==> src/rtl/excl_monitor.sv <==
module excl_monitor #(
  parameter int ADDR_W   = 32,
  parameter int STAT_W   = 32,
  parameter int WORD_LSB = 2
) (
  input  logic              clk,
  input  logic              rst_n,
  input  logic              lx_req,
  input  logic [ADDR_W-1:0] lx_addr,
  input  logic              sx_req,
  input  logic [ADDR_W-1:0] sx_addr,
  input  logic              snp_vld,
  input  logic [ADDR_W-1:0] snp_addr,
  input  logic              ctx_clr,
  output logic              sx_wen,
  output logic [STAT_W-1:0] sx_status
);
  localparam int TAG_W = ADDR_W - WORD_LSB;

  logic             held;
  logic [TAG_W-1:0] tag;

  wire [TAG_W-1:0] lx_tag  = lx_addr[ADDR_W-1:WORD_LSB];
  wire [TAG_W-1:0] sx_tag  = sx_addr[ADDR_W-1:WORD_LSB];
  wire [TAG_W-1:0] snp_tag = snp_addr[ADDR_W-1:WORD_LSB];

  wire snp_hit = snp_vld && held && (snp_tag == tag);
  wire pass    = held && (sx_tag == tag) && !snp_hit && !ctx_clr;

  assign sx_wen    = sx_req && pass;
  assign sx_status = (sx_req && !pass) ? STAT_W'(1) : '0;

  always_ff @(posedge clk or negedge rst_n) begin
    if (!rst_n) begin
      held <= 1'b0;
      tag  <= '0;
    end else if (ctx_clr) begin
      held <= 1'b0;
    end else if (lx_req) begin
      held <= 1'b1;
      tag  <= lx_tag;
    end else if (sx_req || snp_hit) begin
      held <= 1'b0;
    end
  end
endmodule

==> config.mk <==
export PLATFORM = sky130hd
export DESIGN_NAME = excl_monitor
export DESIGN_NICKNAME = d
export VERILOG_FILES = /design/src/rtl/excl_monitor.sv
export SDC_FILE = /design/constraint.sdc
export NUM_CORES = 1
export LEC_CHECK = 0
export ABC_AREA = 0
export CAP_MARGIN = 20
export CORE_MARGIN = 2
export CORE_UTILIZATION = 33
export DETAILED_ROUTE_END_ITERATION = 16
export HOLD_SLACK_MARGIN = 0.02
export PLACE_DENSITY = 0.81
export SLEW_MARGIN = 20
export SYNTH_ARGS = -nofsm -noshare
export SYNTH_HDL_FRONTEND = slang
export SYNTH_SLANG_ARGS = --single-unit
==> constraint.sdc <==
create_clock -name clk -period 1.6 [get_ports clk]
set_clock_uncertainty 0.1 [all_clocks]
set_input_delay 0.32 -clock clk [delete_from_list [all_inputs] [get_ports clk]]
set_output_delay 0.32 -clock clk [all_outputs]
set_load 0.005 [all_outputs]
# Word-level counts from Yosys, hierarchy flattened
# Index checks and enable logic that the tools add are counted.
# W data, S select, Z words.
dict set report word_totals {
  register_bits 31
  word_cells 22
}
dict set report classes {
  bitwise 1
  eq_ne 2
  reduce_logical 13
  n_mux 4
}
# op n
set ops {}
lappend ops {{$eq A30 B30 Y1} 2}
lappend ops {{$logic_and A1 B1 Y1} 7}
lappend ops {{$mux W1} 4}
lappend ops {{$logic_not A1 Y1} 3}
lappend ops {{$reduce_bool A3 Y1} 1}
lappend ops {{$reduce_and A2 Y1} 1}
lappend ops {{$logic_or A1 B1 Y1} 1}
lappend ops {{$not A1 Y1} 1}

# Longest topological paths before layout
dict set report depth {
  word_depth 8
  ltp_mapped 5
  mapped_depth_nobuf 5
}

# Least setup slack after synthesis
# No wires, ideal clock.
dict set report synth_timing {
  path_kind {register to output}
  from {reg tag[25]}
  to {out sx_status[0]}
  stages_incl_launch_ff 6
  setup_slack_ps -104
  required_time_ps 1180
  t_arrival_ps 1284
  cell_sequence {dfrtp_1 xor2_1 nor4_2 nand4_1 o211ai_1 and2_1}
}
dict set report synth_between {
  elab_chain_cells 8
  word_cells_on_any_way 10
  classes_between {eq/ne (2); mux (1); reduce/logical (7)}
}
# element line
set synth_rtl {}
lappend synth_rtl {{start: declaration} 21} ;# logic [TAG_W-1:0] tag;
lappend synth_rtl {{start signal: assignment} 41} ;# tag <= lx_tag;
lappend synth_rtl {{$eq A30 B30 Y1} 27} ;# wire snp_hit = snp_vld && held && (snp_tag == tag);
lappend synth_rtl {{$logic_and A1 B1 Y1} 27}
lappend synth_rtl {{$logic_not A1 Y1} 28} ;# wire pass = held && (sx_tag == tag) && !snp_hit && !ctx_clr;
lappend synth_rtl {{$logic_and A1 B1 Y1 (*) (2 in a row)} 28}
lappend synth_rtl {{$logic_not A1 Y1 (*)} 31} ;# assign sx_status = (sx_req && !pass) ? STAT_W'(1) : '0;
lappend synth_rtl {{$logic_and A1 B1 Y1 (*)} 31}
lappend synth_rtl {{$mux W1 (*)} 31}
lappend synth_rtl {{end: declaration} 16} ;# output logic [STAT_W-1:0] sx_status
# Every way passes the cells marked *; elsewhere a longest branch is shown, timed or not.

# Worst setup path in the final report
dict set report layout_timing {
  from {in snp_addr[23]}
  to {out sx_status[0]}
}
dict set report layout_between {
  elab_chain_cells 8
}
# element line
set layout_rtl {}
lappend layout_rtl {{start: declaration} 13} ;# input logic [ADDR_W-1:0] snp_addr,
lappend layout_rtl {{$eq A30 B30 Y1} 27}
lappend layout_rtl {{$logic_and A1 B1 Y1} 27}
lappend layout_rtl {{$logic_not A1 Y1} 28}
lappend layout_rtl {{$logic_and A1 B1 Y1 (2 in a row)} 28}
lappend layout_rtl {{$logic_not A1 Y1} 31}
lappend layout_rtl {{$logic_and A1 B1 Y1} 31}
lappend layout_rtl {{$mux W1} 31}
# Every way passes these cells.

==> flow_summary_export.csv <==
group,metric,value,unit
outcome,status,"finished with violations",
outcome,violations,"negative setup slack",
worst_setup_path,rr_worst_depth,5,
power,p_int,1.74,mW
yosys,ys_types,21,
power,power.leakage,1.34,nW
finish,nNetsFinal,402,
cts,holdBufCountCts,0,
placement,place_ws,-1.20,ns
sta,worst_slack,-0.711,ns
hold_path,hp-class,"in -> async",
yosys,synth_flop_cell,"dfrtp_1",
route,first_pass_iters,3,
power,p_comb_share,34.0,%
power,power.share.switching,28.7,%
floorplan,start_util,34.6,%
finish,drive_above_1_share,21.3,%
floorplan,rows,28,
worst_setup_path,r2r_setup_slack,-0.02,ns
cts,clk_pin_slew,0.06,ns
yosys,syn_area,2090,sq um
finish,final_util,54.6,%
yosys,synth_top_area_share,37.2,%
placement,dp_hpwl,4.39,mm
floorplan,dieArea,6970,sq um
worst_setup_path,endpoint_kind,"output pin",
sta,fmax,433,MHz
placement,place_congestion,0.809,
yosys,yosysTopAreaCell,"dfrtp_1",
floorplan,fp.dieW,83.5,um
worst_setup_path,path_class,"in -> out",
route,drtIter0Drc,11,
worst_setup_path,crit_path_start,"snp_addr[23]",
finish,fillCellCount,547,
route,wl_per_cell,14.2,um
floorplan,die_h,83.5,um
cts,cts_tree,"built",
cts,cts_sinks,31,
yosys,async_reset_ff_share,100,%
yosys,yosysWarnings,0,
yosys,synth_cells,185,
cts,root_buffer,"clkbuf_8",
power,power.share.sequential,41.7,%
power,power_density,742,nW/um^2
sta,setup_viol_count_final,3,
floorplan,pin_count,135,
worst_setup_path,required,1.18,ns
yosys,synth_area_leaders,"dfrtp_1, mux2_2, xnor2_1",
global_routing,grt_pass1_vias,1815,
worst_setup_path,r2r_start,"tag[18]",
cts,cts_buffers,5,
worst_setup_path,startpoint_type,"input pin",
worst_setup_path,cp-endpoint,"sx_status[0]",
cts,cts.path.max_buffers,2,
global_routing,grt_usage,15.8,%
sta,period_minus_slack,2.31,ns
power,clkPwrFrac,24.3,%
sta,slew_violations,0,
cts,htreeDepth,2,
worst_setup_path,r2r-end,"held",
route,ant_nets,0,
yosys,synth-seq-cells,31,
global_routing,gr-total-overflow,0,
flow_run,drv_cap,0,
global_routing,grt_pass1_wl,8.58,mm
cts,clk_latency,0.28,ns
worst_setup_path,worst-path-max-fanout,2,
sta,period_share,144,%
route,wl,5.36,mm
sta,finalHoldViolations,0,
route,via_per_inst,4.45,
yosys,seq_area_frac_synth,37.2,%
global_routing,antenna_found_initial,0,
power,ir_worst_vdd,534,uV
power,p_switching,0.700,mW
finish,antenna_cells,0,
finish,syn_to_final_growth,57.6,%
yosys,syn_area_per_cell,11.3,sq um
yosys,synth_edf_count,0,
worst_setup_path,critPathArrivalTime,1.89,ns
sta,rsz0062_at_grt,"true",
floorplan,core_area,6030,sq um
route,vias,1675,
yosys,synth_common_cells,"buf_4, dfrtp_1, mux2_2, xnor2_1, xor2_1",
placement,port-buffer-count,97,
global_routing,grt_max_degree,32,
route,drc_errors,0,
sta,timing.hold.ws,0.301,ns
-- power by group through the flow --
stage               clock network (mW)  logic, mW  registers (mW)
global placement                     0      0.788            1.03
finish                           0.592      0.829            1.02
global route                     0.663      0.907            1.03
CTS                              0.616      0.823            1.02
floorplan                            0      0.448            1.01
detailed placement                   0      0.800            1.04
-- worst max-delay path, cell delays in order --
cell	delay [ns]
clkdlybuf4s50_1	0.41
xor2_1	0.17
nor4_2	0.31
nand4_1	0.17
o211ai_1	0.24
and2_1	0.15
buf_2	0.11
-- routing by layer --
| layer | vias up | GRT usage [%] | wire length (um) |
|---|---|---|---|
| met1 | 772 | 16.9 | 2080 |
| li1 | 800 | - | - |
| met2 | 93 | 28.7 | 2700 |
| met4 | 0 | 5.43 | 90 |
| met3 | 10 | 5.74 | 485 |
| met5 | - | 0 | 0 |
-- sequential cells by signal (all words and copies together) (netlist names) --
| signal | flops |
|---|---|
| held | 1 |
| tag | 30 |
-- cell type report --
class / instances / area (sq um) / share of cell area [%]
Sequential cell: 31 / 776 / 23.6
Clock buffer: 7 / 76.3 / 2.32
Inverter: 1 / 3.75 / 0.114
Tap cell: 75 / 93.8 / 2.85
Multi-Input combinational cell: 149 / 1230 / 37.3
Clock inverter: 1 / 5.00 / 0.152
Timing Repair Buffer: 112 / 1110 / 33.7
-- cells in the final DEF (no fill, tap or decap), drive strengths merged, types with 5 or more instances in the layout --
cell / count
buf: 17
clkbuf: 7
clkdlybuf4s50: 89
conb: 31
dfrtp: 31
dlygate4sd2: 5
mux2: 30
nand4: 9
nor4: 9
xnor2: 30
xor2: 30
-- stage by stage --
stage | total power [mW] | area [sq um] | TNS, ns | instances
floorplan | 1.46 | 2200 | -0.0854 | 215
global placement | 1.82 | 3150 | -8.31 | 365
detailed placement | 1.84 | 3150 | -8.91 | 365
CTS | 2.46 | 3260 | -1.41 | 374
global route | 2.60 | 3290 | -1.74 | 376
finish | 2.44 | 3290 | -1.38 | 376
-- timing repair --
action                                  4_1_cts  5_1_grt
endpoints found under the hold margin         0        0
resized for setup                            18        3
endpoints found under the setup margin        3        3
pin swaps                                    11        6
buffers inserted                              1        2
-- worst min path at each step --
stage | start | end | slack, ns
3_3_place_gp | tag[28] | tag[28] | 0.46
2_1_floorplan | rst_n | held | -0.08
3_5_place_dp | tag[13] | tag[13] | 0.46
6_report | rst_n | tag[15] | 0.30
4_1_cts | rst_n | tag[15] | 0.30
5_1_grt | rst_n | tag[15] | 0.33
-- cell families (layout without fill, tap and decap cells) --
family	count (synthesis)	count (layout)	synth area share [%]
xor gates and xnor gates	60	60	25.2
buffers and inverters	35	121	12.1
DFF	31	31	37.2
muxes	30	30	16.2
and+or+nand+nor	26	26	8.58
AOI/OAI and AO/OA	2	2	0.600
other	1	31	0.180
No activity file was read; power rests on OpenSTA's default activity.
